<file path="src/rtl/i2c_wait_master.sv">
module i2c_wait_master #(
  parameter int DIV_W    = 8,
  parameter int DIV_INIT = 4
) (
  input  logic       clk,
  input  logic       rst_n,
  input  logic       wr_en,
  input  logic [1:0] wr_addr,
  input  logic [7:0] wr_data,
  input  logic       scl_in,
  input  logic       sda_in,
  output logic       scl_oe,
  output logic       sda_oe,
  output logic       irq,
  output logic [7:0] status,
  output logic [7:0] rx_data
);
  localparam logic [1:0] A_DATA = 2'd0, A_CTRL = 2'd1, A_DIV = 2'd2;
  localparam logic [1:0] W_ADR = 2'd0, W_8 = 2'd1, W_9 = 2'd2;

  typedef enum logic [3:0] {
    S_IDLE, S_STA1, S_STA2, S_LO, S_HI, S_WT, S_RS1, S_RS2, S_SP1, S_SP2, S_SP3
  } st_t;

  st_t              st;
  logic [1:0]       wkind;
  logic [DIV_W-1:0] div, cnt;
  logic [7:0]       shreg;
  logic [3:0]       bitcnt;
  logic             is_addr, wtim, spie, acke;
  logic             msts, trc, ackd, std, spd;

  wire wr_dat = wr_en && wr_addr == A_DATA;
  wire wr_ctl = wr_en && wr_addr == A_CTRL;
  wire stt    = wr_ctl && wr_data[0];
  wire spt    = wr_ctl && wr_data[1];
  wire wrel   = wr_ctl && wr_data[2];
  wire hi_ph  = st inside {S_STA1, S_HI, S_RS2, S_SP2, S_SP3};
  wire run    = st != S_IDLE && st != S_WT && (!hi_ph || scl_in);
  wire tick   = run && cnt == div;

  assign status = {msts, 3'b000, trc, ackd, std, spd};
  assign scl_oe = st inside {S_STA2, S_LO, S_WT, S_RS1, S_SP1};

  always_comb begin
    case (st)
      S_STA1, S_STA2, S_SP1, S_SP2: sda_oe = 1'b1;
      S_LO, S_HI: sda_oe = bitcnt[3] ? (!is_addr && !trc && acke)
                                     : ((is_addr || trc) && !shreg[7]);
      default: sda_oe = 1'b0;
    endcase
  end

  always_ff @(posedge clk or negedge rst_n) begin
    if (!rst_n) begin
      st <= S_IDLE; wkind <= W_ADR; div <= DIV_W'(DIV_INIT); cnt <= '0;
      shreg <= '0; bitcnt <= '0; is_addr <= 1'b0; rx_data <= '0; irq <= 1'b0;
      wtim <= 1'b0; spie <= 1'b0; acke <= 1'b0;
      msts <= 1'b0; trc <= 1'b0; ackd <= 1'b0; std <= 1'b0; spd <= 1'b0;
    end else begin
      irq <= 1'b0;
      cnt <= tick ? '0 : (run ? cnt + 1'b1 : cnt);
      if (wr_ctl) begin
        wtim <= wr_data[3]; spie <= wr_data[4]; acke <= wr_data[5];
      end
      if (wr_en && wr_addr == A_DIV) div <= wr_data[DIV_W-1:0];
      case (st)
        S_IDLE: if (stt) begin
          st <= S_STA1; msts <= 1'b1; std <= 1'b1; spd <= 1'b0; ackd <= 1'b0;
        end
        S_STA1: if (tick) st <= S_STA2;
        S_STA2: if (tick) begin st <= S_WT; wkind <= W_ADR; end
        S_LO:   if (tick) st <= S_HI;
        S_HI: if (tick) begin
          if (!bitcnt[3]) begin
            shreg <= {shreg[6:0], sda_in};
            if (bitcnt == 4'd7 && !is_addr && !trc) rx_data <= {shreg[6:0], sda_in};
            if (bitcnt == 4'd7 && !is_addr && !wtim) begin
              st <= S_WT; wkind <= W_8; irq <= 1'b1;
            end else begin
              bitcnt <= bitcnt + 4'd1; st <= S_LO;
            end
          end else if (is_addr || wtim) begin
            ackd <= !sda_in; st <= S_WT; wkind <= W_9; irq <= 1'b1;
          end else begin
            ackd <= 1'b0; bitcnt <= '0; st <= S_LO;
          end
        end
        S_WT: begin
          case (wkind)
            W_ADR: if (wr_dat) begin
              shreg <= wr_data; trc <= !wr_data[0]; is_addr <= 1'b1;
              bitcnt <= '0; st <= S_LO;
            end
            W_8: if (wr_dat || wrel) begin
              if (wr_dat) shreg <= wr_data;
              bitcnt <= 4'd8; st <= S_LO;
            end
            default: if (stt) st <= S_RS1;
              else if (spt) st <= S_SP1;
              else if (wr_dat || wrel) begin
                if (wr_dat) shreg <= wr_data;
                bitcnt <= '0; is_addr <= 1'b0; std <= 1'b0; ackd <= 1'b0; st <= S_LO;
              end
          endcase
        end
        S_RS1: if (tick) st <= S_RS2;
        S_RS2: if (tick) begin st <= S_STA1; std <= 1'b1; ackd <= 1'b0; end
        S_SP1: if (tick) st <= S_SP2;
        S_SP2: if (tick) st <= S_SP3;
        S_SP3: if (tick) begin
          st <= S_IDLE; irq <= spie;
          msts <= 1'b0; trc <= 1'b0; ackd <= 1'b0; std <= 1'b0; spd <= 1'b1;
        end
        default: st <= S_IDLE;
      endcase
    end
  end

  assert_irq_pulse_R5: assert property (@(posedge clk) disable iff (!rst_n)
    irq |=> !irq);
  assert_scl_held_R5: assert property (@(posedge clk) disable iff (!rst_n)
    (st == S_WT && !wr_en) |=> scl_oe);
  assert_addr_master_R2: assert property (@(posedge clk) disable iff (!rst_n)
    msts |-> !spd);
  assert_stop_status_R7: assert property (@(posedge clk) disable iff (!rst_n)
    (irq && spd) |-> status == 8'h01);
  assert_stop_irq_R8: assert property (@(posedge clk) disable iff (!rst_n)
    (irq && spd) |-> spie);
  assert_w8_ignore_R9: assert property (@(posedge clk) disable iff (!rst_n)
    (st == S_WT && wkind == W_8 && !wr_dat && !wrel) |=> st == S_WT);
  assert_sda_stable_R10: assert property (@(posedge clk) disable iff (!rst_n)
    (st == S_HI && $past(st == S_HI)) |-> $stable(sda_oe));
endmodule

</file>
<file path="config.mk">
export PLATFORM = sky130hd
export DESIGN_NAME = i2c_wait_master
export DESIGN_NICKNAME = d
export VERILOG_FILES = /design/src/rtl/i2c_wait_master.sv
export SDC_FILE = /design/constraint.sdc
export NUM_CORES = 1
export LEC_CHECK = 0
export ABC_AREA = 1
export BUFFER_PORTS_ARGS = -buffer_cell sky130_fd_sc_hd__buf_2
export CORE_MARGIN = 8
export CORE_UTILIZATION = 60
export CTS_CLUSTER_SIZE = 28
export DETAILED_ROUTE_END_ITERATION = 7
export PLACE_DENSITY = 0.85
export SLEW_MARGIN = 20
export SYNTH_ARGS = -nofsm -noshare
export SYNTH_HDL_FRONTEND = slang
export SYNTH_SLANG_ARGS = --single-unit
</file>
<file path="constraint.sdc">
create_clock -name clk -period 2.4 [get_ports clk]
set_input_delay 0.48 -clock clk [delete_from_list [all_inputs] [get_ports clk]]
set_output_delay 0.48 -clock clk [all_outputs]
set_load 0.005 [all_outputs]
</file>
==> summary.md, run 1 <==
| Metric | Value |
|---|---|
| Initial Util | 0.620 |
| Top delay family on crit path | simple AND/OR/NAND/NOR gates |
| Status | completed |
| CORE AREA | 0.00507 mm^2 |
| Clock power frac | 0.141 |
| DRT Wirelength | slightly above 7 mm |
| FILL cells | between 400 and 500 |
| RSZ-0062 raised after global routing | no |
| Routed vias | between 2k and 3k |
| Top Ports | 34 |
| H-tree levels | 2 |
| Switching part of the total | 0.463 |
| Relative slew slack | 0.645 |
| Synth async-reset ratio | 1.00 |
| Worst Path Buf+Inv | 3 |
| Antenna violations before repair | 0 |
| Die Height | ~88 um |
| Fin. max-slew vios | 0 |
| R2r setup slk | ~0.35 ns |
| Root buffer cell | clkbuf_8 |
| Ys Warns | 0 |
| Pleak | about 1.7 nW |
| DR iter-0 viols | between 300 and 400 |
| VDD IR max | 475 uV |
| Synth Flop Type | dfrtp_1 |
| CTS tree | built |
| Chip Width | 88.4 um |
| Crit path max fanout | 7 |
| EDFF count, synth | 0 |
| Critical Path AT | about 1.7 ns |
| Worst path max stage delay | approximately 0.45 ns |
| Post-route clock period utilization | 0.898 |
| Number of post-CTS setup repair buffers | 0 |
| Count of cell types in the netlist | 38 |
| Hold Path Class | primary input to async pin |
| Setup Crit Path Kind | flip-flop to primary output |
| Combinational power share | 0.486 |
| RR Endpoint | shreg[2]$_DFFE_PN0P_ |
| First-pass GRT wire length | 12.4 mm |
| Synthesized cell area | 0.00314 mm^2 |
| Max-cap violations | 0 |
| Setup crit start | st[1]$_DFFE_PN0P_ |
| Worst r2r src | st[1]$_DFFE_PN0P_ |
| # rows | 26 |
| WP data required | between 1.5 and 2 ns |
| Clock-pin slew on the worst setup and hold paths | about 0.11 ns |
| CTS sink count | 52 |
| Minimum clock period | roughly 2.2 ns |
| Switch Pwr | about 0.0017 W |
| Worst slew pin tran | between 0.5 and 0.6 ns |
| CP startpoint kind | flip-flop |
| Pwr/cell area | between 1000 and 1500 mW/mm^2 |
| Seq cells post-synth | between 50 and 60 |
| Hold Violations, Final | 0 |
| HPWL after DPL | approximately 5.5 mm |
| Antenna cell count | 0 |
| Synth-to-layout area growth | 7.60% |
| Int Pwr | slightly below 0.002 W |
| Routability cong. | 0.947 |
| Final cell utilization of the core | 0.667 |
| Final net count | 460 |
| Fmax | roughly 460 MHz |
| Seq pwr share | 0.373 |
| CP Capture Point | sda_oe |
| Hold_buf cts | 0 |
| CTS Buffer Depth | 2 |
| Levels on crit path | 8 |
| Clk_skew | about 0.018 ns |
| Vias in the first global route | between 2k and 3k |
| Grt total ovfl | 0 |
| CP max-delay cell | dfrtp_1 |
| GRT Total Usage | 0.200 |
| Fraction of layout cells with a size suffix above 1 | 0.191 |
| CP Cell Sequence | inv_2 -> nand2_2 -> nor2_4 -> inv_1 -> o21ai_0 -> nand2_1 -> nand3b_1 -> buf_2 |
| Residual DRC count | 0 |
| Register area | between 0.001 and 0.0015 mm^2 |
| Die Area | around 0.008 mm^2 |
| Initial DRT Pass Iterations | 5 |
| Largest net degree at the start of global routing | 25 |
| Area of the multi-input gates | around 0.0015 mm^2 |
| Final setup fails | 0 |
| CP endpoint kind | primary output |
| Vias/cell | 5.46 |
| # resized after CTS | 0 |
| Sequential element share of the synthesized area | 0.414 |
| Skew-Pair Late Insertion Delay | approximately 0.32 ns |
| Routed len/inst | 14.1 um |
| Mean Syn Cell Area | between 7 and 8 um^2 |
| CTS Buf Count | 5 |
| R2R depth | 11 |
| Post-Syn Instances | 417 |
| ANT nets after route | 0 |
| TNS Setup | 0 ns |
| IO buf count | 30 |
-- layer usage --
layer / vias up / share of wire / track usage
met5: - / 0 / 0
met3: 10 / 0.070 / 0.0418
met4: 0 / 0.014 / 0.0584
li1: 1396 / - / -
met2: 105 / 0.49 / 0.333
met1: 1295 / 0.43 / 0.255
-- stage by stage --
stage | setup slack, ns | hold WS, ns | cells | total power [W] | instance area [um^2]
floorplan | 0.714 | 0.184 | 419 | 0.00277 | 3150
global placement | 0.399 | 0.461 | 506 | 0.00308 | 3290
detailed placement | 0.397 | 0.463 | 506 | 0.00315 | 3290
CTS | 0.272 | 0.146 | 514 | 0.00366 | 3380
global route | 0.137 | 0.157 | 514 | 0.00397 | 3380
finish | 0.245 | 0.118 | 514 | 0.00367 | 3380
-- flip-flops by register name, indices dropped and copies added (netlist names), 2 cells and up --
signal	flops
shreg	8
rx_data	8
bitcnt	4
div	8
cnt	8
st	4
wkind	2
-- worst reg2reg max path, cell delays in order, from the launching register on --
cell and delay, ns:
dfrtp_1 0.45, inv_2 0.17, nand2_2 0.11, nor2_1 0.27, nor2_4 0.05, nand2_1 0.10
nand2_4 0.14, nand2_4 0.21, nand2_4 0.10, nand3_4 0.20, nand2_1 0.11, o21ai_2 0.07
-- area by class of cell --
type | instances | share of cell area
clock inverters | 2 | 0.00481
repair buffers | 34 | 0.0533
inverters | 48 | 0.0533
multi-input cells | 302 | 0.456
flip-flops and latches | 52 | 0.385
clock buffers | 6 | 0.0214
well taps | 70 | 0.0259
-- cells in the mapped netlist, types with 2 or more instances --
cell	number	share of area
nand2_1	118	0.14
dfrtp_1	51	0.41
inv_1	42	0.050
nor2_1	38	0.045
o21ai_0	36	0.057
nand3_1	25	0.040
o21ai_2	16	0.045
buf_4	8	0.019
nand4_1	8	0.016
o21ai_1	8	0.013
a21oi_1	6	0.0096
inv_2	6	0.0072
xor2_1	5	0.014
buf_6	4	0.014
clkbuf_1	4	0.0048
nand2_2	4	0.0080
nand2_4	4	0.014
nand3_2	4	0.013
nor3_1	4	0.0064
nor2_4	3	0.011
a211oi_1	2	0.0048
a31oi_1	2	0.0040
ha_1	2	0.0080
nand3b_1	2	0.0048
nor2_2	2	0.0040
-- power groups by stage --
stage	Clock (W)	Sequential [W]	Combinational (W)
3_5_place_dp	0	0.00138	0.00177
6_report	0.000518	0.00137	0.00178
4_1_cts	0.000520	0.00137	0.00178
2_1_floorplan	0	0.00131	0.00146
5_1_grt	0.000554	0.00140	0.00202
3_3_place_gp	0	0.00137	0.00171
-- how the worst min path moves through the flow --
stage,start,endpoint
5_1_grt,rst_n,cnt[6]$_DFFE_PN0P_
3_5_place_dp,rx_data[4]$_DFFE_PN0P_,rx_data[4]$_DFFE_PN0P_
6_report,rst_n,cnt[5]$_DFFE_PN0P_
3_3_place_gp,rx_data[5]$_DFFE_PN0P_,rx_data[5]$_DFFE_PN0P_
2_1_floorplan,rst_n,ackd$_DFFE_PN0P_
4_1_cts,rst_n,cnt[6]$_DFFE_PN0P_
-- kinds of logic after synthesis --
group | count (synthesis) | synth area share
AOI/OAI and AO/OA | 75 | 0.145
xor gates and xnor gates | 6 | 0.0167
adders and majority gates | 2 | 0.00796
buffers and inverters | 65 | 0.0971
DFF | 52 | 0.414
other | 1 | 0.00119
and+or+nand+nor | 216 | 0.318
-- layout by cell type (no fill, tap or decap), types with 5 or more instances in the layout --
master | Yosys | layout
nand3_1 | 25 | 25
nand4_1 | 8 | 8
inv_2 | 6 | 6
nor2_1 | 38 | 38
buf_2 | 1 | 30
o21ai_2 | 16 | 16
inv_1 | 42 | 42
o21ai_1 | 8 | 8
xor2_1 | 5 | 5
clkbuf_8 | 0 | 5
a21oi_1 | 6 | 6
nand2_1 | 118 | 118
dfrtp_1 | 51 | 51
o21ai_0 | 36 | 36
No activity file was read; power rests on OpenSTA's default activity.
==> run 2: changes to the inputs <==
- CORE_UTILIZATION: 60 -> 59
- PLACE_DENSITY: 0.85 -> 0.84
- clock period: 2.4 -> 2.2 ns (I/O delays scaled with it)
==> run 2 against run 1 <==
Net effect:
- global-route usage is 0.62 points higher
- cell count is 0.97% higher
- count of clock-buffer cells in the layout stayed put
- via count is 1.1% higher
- first-iteration DRC count is 9.4% lower
- non-clock buffer count is 5 higher
- combinational power is 13% higher
- setup slack worse by 0.089 ns
- clock power is 7.1% higher
- largest cell class unchanged
==> summary.md, run 2 (synthesis results as in run 1) <==
| Metric | Value |
|---|---|
| Skew-Pair Late Insertion Delay | 0.31 ns |
| Max-cap violations | 0 |
| Top Ports | 34 |
| Setup Crit Path Kind | flip-flop to flip-flop |
| Worst r2r src | st[1]$_DFFE_PN0P_ |
| Residual DRC count | 0 |
| CTS tree | built |
| Vias in the first global route | 2743 |
| Routed vias | 2836 |
| Int Pwr | ~0.0022 W |
| Grt total ovfl | 0 |
| Chip Width | just under 90 um |
| Antenna cell count | 0 |
| IO buf count | 30 |
| Combinational power share | 0.496 |
| Switching part of the total | 0.462 |
| Hold WS | ~0.09 ns |
| # rows | 26 |
| Initial DRT Pass Iterations | 5 |
| RR Endpoint | shreg[7]$_DFFE_PN0P_ |
| Synth-to-layout area growth | 9.19% |
| Largest net degree at the start of global routing | 23 |
| Crit path max fanout | 16 |
| Die Area | about 0.0079 mm^2 |
| Worst slew pin tran | a little over 0.5 ns |
| WP data required | approximately 2.4 ns |
| Relative slew slack | 0.655 |
| R2R depth | 12 |
| Commonest non-fill, non-tap cells in the layout | nand2_1, dfrtp_1, inv_1 |
| Final net count | 465 |
| Pwr/cell area | roughly 1200 mW/mm^2 |
| First-pass GRT wire length | around 13 mm |
| Final setup fails | 0 |
| Fmax | 489 MHz |
| Post-route clock period utilization | 0.929 |
| CORE AREA | 0.00514 mm^2 |
| Clock power frac | 0.137 |
| Fraction of layout cells with a size suffix above 1 | 0.205 |
| Final cell utilization of the core | 0.668 |
| Antenna violations before repair | 0 |
| H-tree levels | 2 |
| CTS Buf Count | 5 |
| Routed len/inst | approximately 15 um |
| CTS Buffer Depth | 2 |
| Final Non-Filler Cells | about 520 |
| Minimum clock period | roughly 2.0 ns |
| DR iter-0 viols | 280 |
| CTS sink count | 52 |
| Status | completed |
| CP endpoint kind | flip-flop |
| Initial Util | 0.612 |
| Clk_skew | 0.00620 ns |
| DP Cell Count | just over 500 |
| Clock-pin slew on the worst setup and hold paths | 0.10 ns |
| Pleak | between 1.5 and 2 nW |
| Switch Pwr | between 0.0015 and 0.002 W |
| Commonest non-fill, non-tap cell in the layout | nand2_1 |
| Routability cong. | 0.971 |
| Hold Path Class | primary input to async pin |
| HPWL after DPL | roughly 5.9 mm |
| DRT Wirelength | about 7.7 mm |
| ANT nets after route | 0 |
| Critical Path AT | between 2 and 2.5 ns |
| Fin. max-slew vios | 0 |
| Vias/cell | around 5.5 |
| FILL cells | about 480 |
| CP startpoint kind | flip-flop |
| Pwr Total | a little over 0.004 W |
| R2r setup slk | between 0.15 and 0.2 ns |
| GRT Total Usage | 0.207 |
| Hold_buf cts | 0 |
| Seq pwr share | 0.367 |
| Hold Violations, Final | 0 |
| VDD IR max | ~620 uV |
| Die Height | just under 90 um |
| Root buffer cell | clkbuf_8 |
| TNS Setup | 0 ns |
[run 2: changes by cell type in the layout (fill, tap and decap cells not counted)]
cell,before,now
buf_4,4,8
dfrtp_1,51,49
dfrtp_2,0,2
buf_12,0,1
clkinv_2,0,1
clkinv_4,1,0
clkinvlp_4,1,0
inv_6,0,1
[run 2: critical path, stage by stage, from the launching register on]
cell,delay (ns)
dfrtp_1,0.43
inv_2,0.12
nand2_2,0.12
nor2_4,0.06
buf_12,0.13
nor2_1,0.11
nand3_2,0.11
nand2_4,0.17
nand2_4,0.15
nand2_4,0.13
nand3_4,0.20
nand2_1,0.14
o21ai_2,0.05
[run 2: worst max-delay path by stage]
stage,startpoint,cells after the start,to,slack (ns)
after global routing,st[1]$_DFFE_PN0P_,12,shreg[0]$_DFFE_PN0P_,-0.005
final,st[1]$_DFFE_PN0P_,12,shreg[7]$_DFFE_PN0P_,0.16
after detailed placement,st[2]$_DFFE_PN0P_,11,shreg[1]$_DFFE_PN0P_,0.23
after floorplan,wr_addr[1],10,shreg[6]$_DFFE_PN0P_,0.55
after CTS,st[1]$_DFFE_PN0P_,8,sda_oe,0.05
after global placement,st[2]$_DFFE_PN0P_,11,shreg[1]$_DFFE_PN0P_,0.24
[run 2: layer usage]
layer,wire (um),part of all wire,vias up,global-route usage
met3,504,0.066,9,0.0450
met5,0,0,-,0
met1,3510,0.46,1324,0.273
li1,-,-,1400,-
met2,3570,0.47,103,0.334
met4,93,0.012,0,0.0514
[run 2: repair_timing]
| item | CTS | global route |
|---|---|---|
| setup endpoints to repair | 0 | 2 |
| buffers inserted | 0 | 2 |
| resized for setup | 0 | 2 |
[run 2: power groups by stage]
stage               clock, W  combinational [W]  sequential [W]
finish              0.000555            0.00202         0.00149
global route        0.000598            0.00228         0.00152
CTS                 0.000568            0.00197         0.00148
detailed placement         0            0.00196         0.00150
global placement           0            0.00192         0.00149
floorplan                  0            0.00160         0.00143
[run 2: stage by stage]
step	area, um^2	setup WS (ns)
after floorplan	3150	0.554
after global placement	3320	0.244
after detailed placement	3320	0.234
after CTS	3400	0.0502
after global routing	3430	-0.00471
final	3430	0.156
[run 2: layout make-up]
type                    count  area [um^2]  share of cell area
repair buffers             39          230              0.0671
clock inverters             2         13.8             0.00401
inverters                  48          180              0.0525
clock buffers               6         72.6              0.0211
multi-input cells         302         1540               0.450
well taps                  70         87.6              0.0255
flip-flops and latches     52         1310               0.380
==> run 3: changes to the inputs <==
- CORE_MARGIN: 8 -> unset
==> run 3 against run 2 <==
Net effect:
- combinational power decreased by 3%
- clock skew rose by 0.014 ns
- critical path depth is 4 lower
- first-iteration DRC count is 0.36% lower
- via count grew 0.99%
- count of clock-buffer cells in the layout is 1 lower
- register-to-register slack improved by 0.04 ns
- routed wire length is 8.5% lower
- clock power barely moved
- cell count down 0.39%
- total power shrank 1.3%
- critical path type is now flip-flop to primary output
- largest power group unchanged
==> summary.md, run 3 (synthesis results as in run 1) <==
| Metric | Value |
|---|---|
| GRT Total Usage | 0.271 |
| Largest net degree at the start of global routing | 26 |
| Synth-to-layout area growth | 8.87% |
| Hold Path Class | primary input to async pin |
| VDD IR max | approximately 460 uV |
| Pwr/cell area | around 1200 mW/mm^2 |
| TNS Setup | 0 ns |
| HPWL after DPL | roughly 5.3 mm |
| Root buffer cell | clkbuf_8 |
| CP endpoint kind | primary output |
| Commonest non-fill, non-tap cell in the layout | nand2_1 |
| Fmax | just under 500 MHz |
| Skew-Pair Late Insertion Delay | ~0.31 ns |
| R2r setup slk | around 0.20 ns |
| Final setup fails | 0 |
| Vias in the first global route | about 2.6k |
| Clock-pin slew on the worst setup and hold paths | ~0.10 ns |
| Commonest non-fill, non-tap cells in the layout | nand2_1, dfrtp_1, inv_1 |
| Status | completed |
| CP startpoint kind | flip-flop |
| Die Height | about 75 um |
| DR iter-0 viols | 279 |
| Die Area | 0.00563 mm^2 |
| Fraction of layout cells with a size suffix above 1 | 0.201 |
| Routed len/inst | approximately 14 um |
| DRT Wirelength | ~7.0 mm |
| Antenna cell count | 0 |
| RSZ-0062 raised after global routing | no |
| IO buf count | 30 |
| Relative slew slack | 0.578 |
| Worst slew pin tran | between 0.6 and 0.7 ns |
| CTS sink count | 52 |
| Initial Util | 0.616 |
| Critical Path AT | ~1.6 ns |
| Grt total ovfl | 0 |
| RR Endpoint | shreg[4]$_DFFE_PN0P_ |
| Chip Width | around 75 um |
| Routability cong. | about 0.96 |
| CORE AREA | slightly above 0.005 mm^2 |
| Antenna violations before repair | 0 |
| Initial DRT Pass Iterations | 6 |
| Final net count | approximately 460 |
| Top Ports | 34 |
| First-pass GRT wire length | 11.5 mm |
| Setup Crit Path Kind | flip-flop to primary output |
| CTS Buffer Depth | 2 |
| # rows | 26 |
| Vias/cell | between 5 and 6 |
| R2R depth | 11 |
| Hold WS | between 0.1 and 0.15 ns |
| Crit path max fanout | 7 |
| Hold_buf cts | 0 |
| WP data required | 1.76 ns |
| Pleak | 1.71 nW |
| Fin. max-slew vios | 0 |
| Cell Area, Placed | around 0.0033 mm^2 |
| ANT nets after route | 0 |
| Worst r2r src | st[2]$_DFFE_PN0P_ |
| H-tree levels | 2 |
| CTS Buf Count | 5 |
| Clk_skew | ~0.020 ns |
| CTS tree | built |
| Routed vias | 2864 |
| Minimum clock period | slightly above 2 ns |
| Hold Violations, Final | 0 |
| Max-cap violations | 0 |
| Post-route cell area | around 0.0034 mm^2 |
| Post-route clock period utilization | 0.914 |
| Residual DRC count | 0 |
==> run 3: area by class of cell <==
class	instances	area [um^2]
Clock buffer	5	68.8
Inverter	48	183
Timing Repair Buffer	37	215
Tap cell	70	87.6
Fill cell	443	1680
Sequential cell	52	1300
Multi-Input combinational cell	302	1540
Clock inverter	3	21.3
==> run 3: worst max-delay path by stage <==
stage                     cells past startpoint              endpoint  slack [ns]         startpoint
after CTS                                     8                sda_oe        0.09  st[1]$_DFFE_PN0P_
after detailed placement                     11  shreg[3]$_DFFE_PN0P_        0.19  st[1]$_DFFE_PN0P_
final                                         8                sda_oe        0.19  st[1]$_DFFE_PN0P_
after global placement                       11  shreg[3]$_DFFE_PN0P_        0.20  st[2]$_DFFE_PN0P_
after global routing                          8                sda_oe        0.05  st[1]$_DFFE_PN0P_
after floorplan                              10  shreg[6]$_DFFE_PN0P_        0.55         wr_addr[1]
==> run 3: repair_timing <==
item                       4_1_cts  5_1_grt
setup buffers                    0        1
gates resized for setup          0        2
setup endpoints to repair        0        1
==> run 3: worst max-delay path: stages (launching register included) <==
cell      delay (ns)
dfrtp_2         0.47
inv_4           0.12
nand2_2         0.10
nor2_4          0.15
inv_1           0.07
o21ai_0         0.07
nand2_1         0.07
nand3b_1        0.10
buf_2           0.11
==> run 3: per-layer routing <==
| metal | wire length [um] | track usage | vias up |
|---|---|---|---|
| li1 | - | - | 1399 |
| met1 | 3210 | 0.364 | 1340 |
| met3 | 430 | 0.0509 | 16 |
| met4 | 125 | 0.0839 | 0 |
| met2 | 3260 | 0.446 | 109 |
| met5 | 0 | 0 | - |
==> run 3: stage by stage <==
stage                     power [W]   util  setup slack, ns  std cells
after floorplan             0.00303      -            0.554        419
after global placement      0.00337  0.650            0.199        508
after detailed placement    0.00343  0.650            0.194        508
after CTS                   0.00400  0.668           0.0899        516
after global routing        0.00435  0.670           0.0485        517
final                       0.00401  0.670            0.189        517
==> run 3: power breakdown <==
group | internal [W] | switching (W) | total (W)
clock | 0.000226 | 0.000331 | 0.000558
combinational | 0.000710 | 0.00125 | 0.00196
sequential | 0.00123 | 0.000265 | 0.00149
total | 0.00216 | 0.00185 | 0.00401
